**src/rtl/sdram_trunc_pkg.sv**
```systemverilog
package sdram_trunc_pkg;

  typedef enum logic [3:0] {
    CMD_NOP   = 4'b0111,
    CMD_READ  = 4'b0101,
    CMD_WRITE = 4'b0100,
    CMD_PRE   = 4'b0010
  } cmd_e;

  typedef enum logic [1:0] {
    END_NATURAL = 2'd0,
    END_READ    = 2'd1,
    END_PRE     = 2'd2
  } end_e;

  localparam logic [1:0] TR_NONE = 2'd0;
  localparam logic [1:0] TR_READ = 2'd1;
  localparam logic [1:0] TR_PRE  = 2'd2;

  localparam int A10_BIT = 10;

endpackage

```
**src/rtl/sdram_plan_decode.sv**
```systemverilog
module sdram_plan_decode
  import sdram_trunc_pkg::*;
#(
  parameter int COL_W = 8,
  parameter int T_WR  = 2,
  parameter int T_RP  = 3,
  parameter int CNT_W = COL_W + 1,
  parameter int T_W   = 10
) (
  input  logic [2:0]       blen,
  input  logic [1:0]       trunc,
  input  logic             ap,
  input  logic [CNT_W-1:0] keep,
  output logic             ap_eff,
  output end_e             kind,
  output logic [T_W-1:0]   n_beats,
  output logic [T_W-1:0]   end_idx,
  output logic [T_W-1:0]   rel_val
);

  localparam int PAGE = 1 << COL_W;

  logic           full;
  logic [T_W-1:0] lim;
  logic [T_W-1:0] kc;

  always_comb begin
    full = (blen > 3'd3);
    case (blen)
      3'd0:    lim = T_W'(1);
      3'd1:    lim = T_W'(2);
      3'd2:    lim = T_W'(4);
      3'd3:    lim = T_W'(8);
      default: lim = T_W'(PAGE);
    endcase

    kc = T_W'(keep);
    if (kc == '0) kc = T_W'(1);
    if (kc > lim) kc = lim;

    ap_eff = ap && !full && (trunc != TR_READ);

    if (trunc == TR_READ) begin
      kind    = END_READ;
      n_beats = kc;
      end_idx = kc;
      rel_val = T_W'(1);
    end else if (full || (trunc == TR_PRE && !ap_eff)) begin
      kind    = END_PRE;
      n_beats = kc;
      end_idx = kc - T_W'(1) + T_W'(T_WR);
      rel_val = T_W'(T_RP - 1);
    end else begin
      kind    = END_NATURAL;
      n_beats = lim;
      end_idx = lim - T_W'(1);
      rel_val = ap_eff ? T_W'(T_WR + T_RP - 1) : T_W'(1);
    end
  end

endmodule

```
**src/rtl/sdram_burst_seq.sv**
```systemverilog
module sdram_burst_seq
  import sdram_trunc_pkg::*;
#(
  parameter int BANK_W = 2,
  parameter int COL_W  = 8,
  parameter int ADDR_W = 12,
  parameter int T_W    = 10
) (
  input  logic              clk,
  input  logic              rst,
  input  logic              start,
  input  logic [BANK_W-1:0] in_bank,
  input  logic [COL_W-1:0]  in_col,
  input  logic [BANK_W-1:0] in_rd_bank,
  input  logic [COL_W-1:0]  in_rd_col,
  input  logic              in_ap,
  input  end_e              in_kind,
  input  logic [T_W-1:0]    in_n,
  input  logic [T_W-1:0]    in_end,
  input  logic [T_W-1:0]    in_rel,
  output logic [3:0]        cmd_n,
  output logic [BANK_W-1:0] ba,
  output logic [ADDR_W-1:0] addr,
  output logic              dq_oe,
  output logic              dqm,
  output logic              rd_issue,
  output logic              busy,
  output logic              rel_fire,
  output logic [BANK_W-1:0] rel_bank,
  output logic [T_W-1:0]    rel_val
);

  logic              busy_q, busy_d;
  logic [T_W-1:0]    t_q, t_d;
  logic [BANK_W-1:0] bank_q, rdb_q;
  logic [COL_W-1:0]  rdc_q;
  end_e              kind_q;
  logic [T_W-1:0]    n_q, end_q, rel_q;

  logic [3:0]        cmd_d;
  logic [BANK_W-1:0] ba_d;
  logic [ADDR_W-1:0] addr_d;
  logic              oe_d, dqm_d;

  always_comb begin
    busy_d = busy_q;
    t_d    = t_q;
    cmd_d  = CMD_NOP;
    ba_d   = '0;
    addr_d = '0;
    oe_d   = 1'b0;
    dqm_d  = 1'b0;
    if (start) begin
      busy_d = 1'b1;
      t_d    = '0;
      cmd_d  = CMD_WRITE;
      ba_d   = in_bank;
      addr_d[COL_W-1:0] = in_col;
      addr_d[A10_BIT]   = in_ap;
      oe_d   = 1'b1;
    end else if (busy_q) begin
      if (t_q == end_q) begin
        busy_d = 1'b0;
      end else begin
        t_d   = t_q + T_W'(1);
        oe_d  = (t_d < n_q);
        dqm_d = (kind_q == END_PRE) && (t_d >= n_q);
        if (t_d == end_q && kind_q == END_READ) begin
          cmd_d  = CMD_READ;
          ba_d   = rdb_q;
          addr_d[COL_W-1:0] = rdc_q;
        end else if (t_d == end_q && kind_q == END_PRE) begin
          cmd_d  = CMD_PRE;
          ba_d   = bank_q;
        end
      end
    end
  end

  always_ff @(posedge clk) begin
    if (rst) begin
      busy_q   <= 1'b0;
      t_q      <= '0;
      cmd_n    <= CMD_NOP;
      ba       <= '0;
      addr     <= '0;
      dq_oe    <= 1'b0;
      dqm      <= 1'b0;
      rd_issue <= 1'b0;
      bank_q   <= '0;
      rdb_q    <= '0;
      rdc_q    <= '0;
      kind_q   <= END_NATURAL;
      n_q      <= '0;
      end_q    <= '0;
      rel_q    <= '0;
    end else begin
      busy_q   <= busy_d;
      t_q      <= t_d;
      cmd_n    <= cmd_d;
      ba       <= ba_d;
      addr     <= addr_d;
      dq_oe    <= oe_d;
      dqm      <= dqm_d;
      rd_issue <= (cmd_d == CMD_READ);
      if (start) begin
        bank_q <= in_bank;
        rdb_q  <= in_rd_bank;
        rdc_q  <= in_rd_col;
        kind_q <= in_kind;
        n_q    <= in_n;
        end_q  <= in_end;
        rel_q  <= in_rel;
      end
    end
  end

  assign busy     = busy_q;
  assign rel_fire = busy_q && (t_q == end_q);
  assign rel_bank = bank_q;
  assign rel_val  = rel_q;


  start_idle_chk: assert property (@(posedge clk) disable iff (rst)
    start |-> !busy_q);

endmodule

```
**src/rtl/sdram_bank_timer.sv**
```systemverilog
module sdram_bank_timer #(
  parameter int T_W = 10
) (
  input  logic           clk,
  input  logic           rst,
  input  logic           load,
  input  logic [T_W-1:0] val,
  output logic           lock,
  output logic           done
);

  logic [T_W-1:0] cnt;

  always_ff @(posedge clk) begin
    if (rst)             cnt <= '0;
    else if (load)       cnt <= val;
    else if (cnt != '0)  cnt <= cnt - T_W'(1);
  end

  assign lock = (cnt > T_W'(1));
  assign done = (cnt == T_W'(1));


  load_lock_chk: assert property (@(posedge clk) disable iff (rst)
    (load && val > T_W'(1)) |=> lock);


  done_last_chk: assert property (@(posedge clk) disable iff (rst)
    (done && !load) |=> (!lock && !done));

endmodule

```
**src/rtl/sdram_wr_trunc_seq.sv**
```systemverilog
module sdram_wr_trunc_seq
  import sdram_trunc_pkg::*;
#(
  parameter int NBANK   = 4,
  parameter int COL_W   = 8,
  parameter int ADDR_W  = 12,
  parameter int T_WR    = 2,
  parameter int T_RP    = 3,
  parameter int CAS_LAT = 2,
  localparam int BANK_W = $clog2(NBANK),
  localparam int CNT_W  = COL_W + 1
) (
  input  logic              clk,
  input  logic              rst,
  input  logic              req_valid,
  output logic              req_ready,
  input  logic [BANK_W-1:0] req_bank,
  input  logic [COL_W-1:0]  req_col,
  input  logic [2:0]        req_blen,
  input  logic [1:0]        req_trunc,
  input  logic              req_ap,
  input  logic [CNT_W-1:0]  req_keep,
  input  logic [BANK_W-1:0] req_rd_bank,
  input  logic [COL_W-1:0]  req_rd_col,
  output logic [3:0]        cmd_n,
  output logic [BANK_W-1:0] ba,
  output logic [ADDR_W-1:0] addr,
  output logic              dq_oe,
  output logic              dqm,
  output logic              rd_valid,
  output logic [NBANK-1:0]  bank_done
);

  localparam int PAGE = 1 << COL_W;
  localparam int T_W  = $clog2(PAGE + T_WR + T_RP + 2) + 1;

  logic              ap_eff;
  end_e              kind;
  logic [T_W-1:0]    n_beats, end_idx, rel_val_in;
  logic              busy, rel_fire, rd_issue, start;
  logic [BANK_W-1:0] rel_bank;
  logic [T_W-1:0]    rel_val;
  logic [NBANK-1:0]  lock;
  logic [CAS_LAT-1:0] rd_pipe;

  sdram_plan_decode #(
    .COL_W(COL_W), .T_WR(T_WR), .T_RP(T_RP), .CNT_W(CNT_W), .T_W(T_W)
  ) u_dec (
    .blen(req_blen), .trunc(req_trunc), .ap(req_ap), .keep(req_keep),
    .ap_eff(ap_eff), .kind(kind), .n_beats(n_beats), .end_idx(end_idx),
    .rel_val(rel_val_in)
  );

  assign req_ready = !busy && !lock[req_bank] &&
                     !(req_trunc == TR_READ && lock[req_rd_bank]);
  assign start = req_valid && req_ready;

  sdram_burst_seq #(
    .BANK_W(BANK_W), .COL_W(COL_W), .ADDR_W(ADDR_W), .T_W(T_W)
  ) u_seq (
    .clk(clk), .rst(rst), .start(start),
    .in_bank(req_bank), .in_col(req_col),
    .in_rd_bank(req_rd_bank), .in_rd_col(req_rd_col),
    .in_ap(ap_eff), .in_kind(kind), .in_n(n_beats), .in_end(end_idx),
    .in_rel(rel_val_in),
    .cmd_n(cmd_n), .ba(ba), .addr(addr), .dq_oe(dq_oe), .dqm(dqm),
    .rd_issue(rd_issue), .busy(busy), .rel_fire(rel_fire),
    .rel_bank(rel_bank), .rel_val(rel_val)
  );

  for (genvar b = 0; b < NBANK; b++) begin : g_bank
    sdram_bank_timer #(.T_W(T_W)) u_tmr (
      .clk(clk), .rst(rst),
      .load(rel_fire && (rel_bank == BANK_W'(b))),
      .val(rel_val),
      .lock(lock[b]),
      .done(bank_done[b])
    );
  end

  always_ff @(posedge clk) begin
    if (rst) begin
      rd_pipe <= '0;
    end else begin
      rd_pipe[0] <= rd_issue;
      for (int i = 1; i < CAS_LAT; i++) rd_pipe[i] <= rd_pipe[i-1];
    end
  end
  assign rd_valid = rd_pipe[CAS_LAT-1];


  accept_write_chk: assert property (@(posedge clk) disable iff (rst)
    (req_valid && req_ready) |=> (cmd_n == CMD_WRITE));


  read_no_drive_chk: assert property (@(posedge clk) disable iff (rst)
    (cmd_n == CMD_READ) |-> !dq_oe);


  pre_mask_chk: assert property (@(posedge clk) disable iff (rst)
    (cmd_n == CMD_PRE) |-> (dqm && $past(dqm)));


  pre_hold_chk: assert property (@(posedge clk) disable iff (rst)
    (T_RP > 2 && cmd_n == CMD_PRE) |=> !(req_ready && req_bank == $past(ba)));


  write_busy_chk: assert property (@(posedge clk) disable iff (rst)
    (cmd_n == CMD_WRITE) |-> !req_ready);

endmodule

```
**config.mk**
```make
export PLATFORM = sky130hd
export DESIGN_NAME = sdram_wr_trunc_seq
export DESIGN_NICKNAME = d
export VERILOG_FILES = /design/src/rtl/sdram_trunc_pkg.sv /design/src/rtl/sdram_plan_decode.sv /design/src/rtl/sdram_burst_seq.sv /design/src/rtl/sdram_bank_timer.sv /design/src/rtl/sdram_wr_trunc_seq.sv
export SDC_FILE = /design/constraint.sdc
export NUM_CORES = 1
export LEC_CHECK = 0
export BUFFER_PORTS_ARGS = -buffer_cell sky130_fd_sc_hd__buf_2
export CAP_MARGIN = 15
export CORE_MARGIN = 1.5
export CORE_UTILIZATION = 64
export CTS_CLUSTER_DIAMETER = 150
export DETAILED_ROUTE_END_ITERATION = 12
export PLACE_DENSITY = 0.91
export SLEW_MARGIN = 25
export SYNTH_ARGS = -nofsm -noshare
export SYNTH_HDL_FRONTEND = slang
export SYNTH_SLANG_ARGS = --single-unit
```
**constraint.sdc**
```tcl
create_clock -name clk -period 7 [get_ports clk]
set_input_delay 1.4 -clock clk [delete_from_list [all_inputs] [get_ports clk]]
set_output_delay 1.4 -clock clk [all_outputs]
set_load 0.01 [all_outputs]
```
## After elaboration in Yosys (flattened, before gate mapping)

Index checks and enable logic that the tools add are counted.

| operators by class | value |
|---|---|
| $add $sub $neg | 8 |
| order comparisons | 10 |
| equality and inequality tests | 18 |
| muxes and demuxes | 44 |
| bitwise logic cells | 3 |
| reduce and logical (&&, ||, !) cells | 36 |

Operators with widths:

| cell | number |
|---|---|
| $mux 10 | 13 |
| $eq 10x1->1 const B | 4 |
| $gt 10x1->1 const B | 4 |
| $reduce_bool 10->1 | 4 |
| $sub 10x1->10 const B | 4 |
| $pmux 9 s4 | 1 |
| $mux 8 | 4 |
| $mux 9 | 3 |
| $eq 10x10->1 | 2 |
| $sub 9x1->10 const B | 2 |
| $mux 4 | 4 |
| $logic_and 1x1->1 | 15 |
| $mux 2 | 7 |
| $add 10x1->10 const B | 1 |
| $add 10x2->10 const B | 1 |
| $ge 10x10->1 | 1 |
| $lt 10x10->1 | 1 |
| $gt 9x9->1 | 1 |
| $logic_not 9->1 | 1 |
| $eq 2x2->1 const B | 4 |
| $mux 1 | 8 |
| $reduce_bool 2->1 | 4 |
| $eq 2x1->1 const B | 3 |
| $eq 3x2->1 const B | 2 |
| other kinds (15) | 25 |

| storage, ports and cells | value |
|---|---|
| bits in registers | 118 |
| input bits | 38 |
| output and inout port bits | 26 |
| logic and storage cells | 141 |

## Longest topological paths before layout

| depth | value |
|---|---|
| depth in word-level cells | 9 |
| mapped depth | 20 |
| mapped depth without buffers | 18 |

## By module

From an unflattened synthesis, not the netlist that was laid out.

| unflattened totals | value |
|---|---|
| cells, all modules | 791 |
| area, all modules | 6707.7 sq um |

Modules (own cells, without submodules):

| module | instances | cells an instance | area each (sq um) | seq. area each (sq um) |
|---|---|---|---|---|
| sdram_burst_seq | 1 | 345 | 3258.1 | 1441.4 |
| sdram_bank_timer | 4 | 75 | 601.8 | 200.2 |
| sdram_plan_decode | 1 | 126 | 869.6 | 0.0 |
| sdram_wr_trunc_seq | 1 | 20 | 172.7 | 40.0 |

## Worst setup path before layout

No wires, ideal clock.

| timing path | value |
|---|---|
| path type | input to register |
| start | in req_blen[2] |
| end | reg u_seq.end_q[8] |
| setup time | 0.119 ns |
| arrival time | 4.299 ns |
| required time | 6.881 ns |
| path slack | 2.582 ns |
| cell stages on the path | 20 |
| buffers on the path | 2 |
| cell sequence | clkbuf_1 inv_1 and2_1 inv_1 ha_1 o21ai_0 a21oi_1 o21ai_0 clkbuf_1 nor2_1 a21oi_1 inv_1 ha_1 nand3_1 nor2_1 nand3_1 mux2i_1 a21oi_1 o21ai_0 nand2_1 |

| on the way | value |
|---|---|
| longest elaborated chain between the ends | 9 |
| elaborated cells on any way between the ends | 19 |
| classes of those cells | add/sub: 3; order compare: 2; eq/ne: 3; mux: 4; reduce/logical: 7 |

RTL lines:

| item | line | RTL |
|---|---|---|
| start: declaration | sdram_wr_trunc_seq.sv:19 | `input logic [2:0] req_blen,` |
| parallel branches: the longest is 8 deep, another holds $sub 9x1->10 | -- |  |
| $mux 10 (*) | sdram_plan_decode.sv:43 | `if (trunc == TR_READ) begin` |
| end signal: assignment | sdram_burst_seq.sv:112 | `end_q <= in_end;` |
| end: declaration | sdram_burst_seq.sv:38 | `logic [T_W-1:0] n_q, end_q, rel_q;` |

Mark *: on every way between the ends.
A chain may end at the register's enable or synchronous reset.

## Worst setup path after layout

| timing path | value |
|---|---|
| start | in req_keep[5] |
| end | reg u_seq.end_q[8] |

| on the way | value |
|---|---|
| longest elaborated chain between the ends | 8 |

RTL lines:

| item | line | RTL |
|---|---|---|
| start: declaration | sdram_wr_trunc_seq.sv:22 | `input logic [CNT_W-1:0] req_keep,` |
| $logic_not 9->1 | sdram_plan_decode.sv:38 | `if (kc == '0) kc = T_W'(1);` |
| $mux 9 (*) | sdram_plan_decode.sv:38 |  |
| $gt 9x9->1 | sdram_plan_decode.sv:39 | `if (kc > lim) kc = lim;` |
| $mux 9 (*) | sdram_plan_decode.sv:39 |  |
| $sub 9x1->10 | sdram_plan_decode.sv:51 | `end_idx = kc - T_W'(1) + T_W'(T_WR);` |
| $add 10x2->10 | sdram_plan_decode.sv:51 |  |
| $mux 10 | sdram_plan_decode.sv:48 | `end else if (full \|\| (trunc == TR_PRE && !ap_eff)) begin` |
| $mux 10 (*) | sdram_plan_decode.sv:43 |  |

Mark *: on every way between the ends. The rest lies on a longest branch, timed or not.

==> results.yml <==
outcome:
  outcome: "completed"
clock_network:
  cts_max_path_buffers: 2
  cts_htree_levels: 3
  cts-resized-gates: 0
  cts.sinks: 105
  clock_latency_ps: 380
  clk_pin_slew_ps: 130
  cts-root-buf: "clkbuf_8"
  cts_setup_buffers: 0
  cts_buffers: 9
  cts_hold_buf: 0
  cts_tree: "yes"
synth:
  ys_types: 58
  synth_edf_count: 0
  synth_flop_cell: "dfxtp_1"
  synthCells: 686
  synth-seq-area-share: 0.366
  ys_warn_count: 0
  avgSynthCellArea_sq_um: 8.37
  synth-seq-cells: 105
  syn-cell-area_sq_mm: 0.00574
  async_reset_ff_frac: 0
worst_setup_path:
  cpMaxStageDelayCell: "nor4_1"
  startpoint_type: "input port"
  cp-end-kind: "flop"
  crit_type: "input port to flop"
  arrival_ps: 4780
  cp_max_fo: 14
  required_ps: 7280
  cpPeakStageDelay_ps: 590
  worstSetupPathDepth: 17
  cp_cell_sequence: "buf_2, nor4_1, a21oi_1, ha_1, and4_1, a31oi_1, o21ai_0, buf_4, a21oi_1, ha_1, nand3_1, nor2_1, nand3_1, mux2i_1, a21oi_1, o21ai_0, nand2_1"
  critical-path-top-delay-family: "simple AND/OR/NAND/NOR gates"
  reg2reg_depth: 7
  cp.buffers_inverters: 2
  crit_top_cell: "a21oi_1"
finish:
  num-nets-final: 783
  diodes: 0
  fillers: 670
  most-common-layout-cells: "dfxtp_1, nor2_1, buf_2, nand2_1"
  final_common_cell: "dfxtp_1"
  finish.utilization: 0.713
  drive_gt1_frac: 0.124
  area_delta_synth_final_pct: 8.28
timing:
  post-route-period-util: 0.644
  max_slew_margin: 0.450
  final.setup.tns_ps: 0
  max_clock_freq_mhz: 222
  worst_pin_slew_ps: 824
  rsz0062_at_grt: "false"
  fin_crit_ps: 4510
  slew_violations: 0
  layout_setup_ws_ps: 2490
  hold_ws_ps: 465
  fin_skew_ps: 23.4
  setup_viol: 0
  hold_violations: 0
pwr:
  p_leak_nw: 2.68
  p_comb_frac: 0.421
  power.net_switching_uw: 869
  intPower_mw: 1.24
  clkPwrFrac: 0.187
  power.density_mw_per_mm2: 340
  sw_frac_of_total: 0.411
  p_seq_frac: 0.392
  vdd_drop_max_mv: 0.187
global_route:
  grt_max_degree: 47
  overflow: 0
  grt_pass1_wl_um: 22300
  grt_pass1_vias: 4874
  antenna_found_initial: 0
  grt_usage: 0.283
route:
  remaining_drc_errors: 0
  wl_per_cell_um: 16.0
  wl_um: 13300
  firstDrtPassIters: 5
  vias_per_cell: 6.13
  vias: 5099
  drtIter0Drc: 374
  antenna_left: 0
die:
  initial_utilization: 0.658
  row_count: 34
  die_area_sq_mm: 0.00954
  chipHeight_um: 97.7
  top_level_ports: 64
  design.core.area_sq_mm: 0.00872
  die_w_um: 97.7
min_path:
  hold_path_depth: 1
  hold_class: "flop to flop"
placed_design:
  post-dp-hpwl_um: 9750
  gp_congestion: 0.872
  io_buffer_count: 59
  post-place-ws_ps: 2140
job:
  drv_cap: 0
metrics by stage:
step	area, sq um	total power, mW	instances
after global routing	6210	2.27	832
after global placement	5990	1.65	816
final	6210	2.11	832
after detailed placement	5990	1.70	816
after floorplan	5750	1.52	689
after CTS	6210	2.11	832
metal layers:
| layer | vias to the layer above | GRT usage | part of all wire |
|---|---|---|---|
| met2 | 197 | 0.479 | 0.48 |
| met5 | - | 0 | 0 |
| met4 | 0 | 0.0780 | 0.011 |
| li1 | 2482 | - | - |
| met3 | 12 | 0.0525 | 0.065 |
| met1 | 2408 | 0.371 | 0.44 |
path summary, 6_finish.rpt:
path / end / slack, ps / from
min reg2reg: rd_pipe[0] / 460 / u_seq.rd_issue
min: rd_pipe[0] / 460 / u_seq.rd_issue
max reg2reg: u_seq.end_q[2] / 3840 / g_bank[0].u_tmr.cnt[6]
max: u_seq.end_q[8] / 2490 / req_keep[5]
power by group through the flow:
stage,logic (mW),clock network [mW],registers (mW)
floorplan,0.706,0,0.814
global placement,0.821,0,0.827
detailed placement,0.867,0,0.837
CTS,0.881,0.399,0.825
global route,0.998,0.424,0.844
finish,0.889,0.395,0.829
registers in the layout (all words and copies together) (netlist names):
signal	count
u_seq.addr	9
rd_pipe	2
u_seq.kind_q	1
u_seq.ba	2
u_seq.t_q	10
u_seq.cmd_n	3
g_bank.u_tmr.cnt	40
u_seq.rel_bank	2
u_seq.dq_oe	1
u_seq.rdc_q	8
u_seq.n_q	9
u_seq.rd_issue	1
u_seq.rel_val	3
u_seq.dqm	1
u_seq.busy	1
u_seq.end_q	10
u_seq.rdb_q	2
cell families (layout without fill, tap and decap cells):
logic type | count (synthesis) | count (layout) | share of synthesized area
AND/OR/NAND/NOR | 265 | 265 | 0.232
AO/OA/AOI/OAI | 142 | 142 | 0.174
flip-flops | 105 | 105 | 0.366
buffers and inverters | 75 | 110 | 0.0582
XOR/XNOR | 62 | 62 | 0.0946
adder cells (fa/ha/maj) | 26 | 26 | 0.0567
multiplexers | 10 | 10 | 0.0177
other | 1 | 4 | 0.000653
cells in the mapped netlist, drive strengths merged, types with 4 or more instances:
library cell	instances	area [sq um]
a21o	5	37.5
o21ai	27	135
a22o	24	210
a22oi	5	37.5
and4	7	61.3
and2	12	77.6
and3	7	43.8
nand4	8	50.1
inv	32	120
xnor2	32	280
a31oi	4	25.0
xor2	30	263
or3	6	37.5
buf	16	113
nand2b	7	43.8
nand3	16	80.1
dfxtp	105	2100
or4	8	63.8
mux2i	9	90.1
a32o	8	80.1
nor3	17	90.1
nand2	57	214
nor2b	15	93.8
ha	26	325
or2	4	25.0
nor3b	5	37.5
a21oi	32	160
o31ai	4	30.0
nor2	78	293
o22ai	4	25.0
clkbuf	27	101
nor4	14	87.6
worst register-to-register path: cells and delay by family, from the launching register on:
kind	cells	cell delay (ps)
AO/OA/AOI/OAI	4	1270
flip-flops	1	390
AND/OR/NAND/NOR	3	1430
cell type report:
cell class	count	area, sq um	area share
clock buffers	9	124	0.0199
clock inverters	7	93.8	0.0151
inverters	32	120	0.0193
multi-input cells	509	3320	0.535
flip-flops and latches	105	2100	0.338
well taps	108	135	0.0217
repair buffers	62	318	0.0511
No activity file was read; power rests on OpenSTA's default activity.
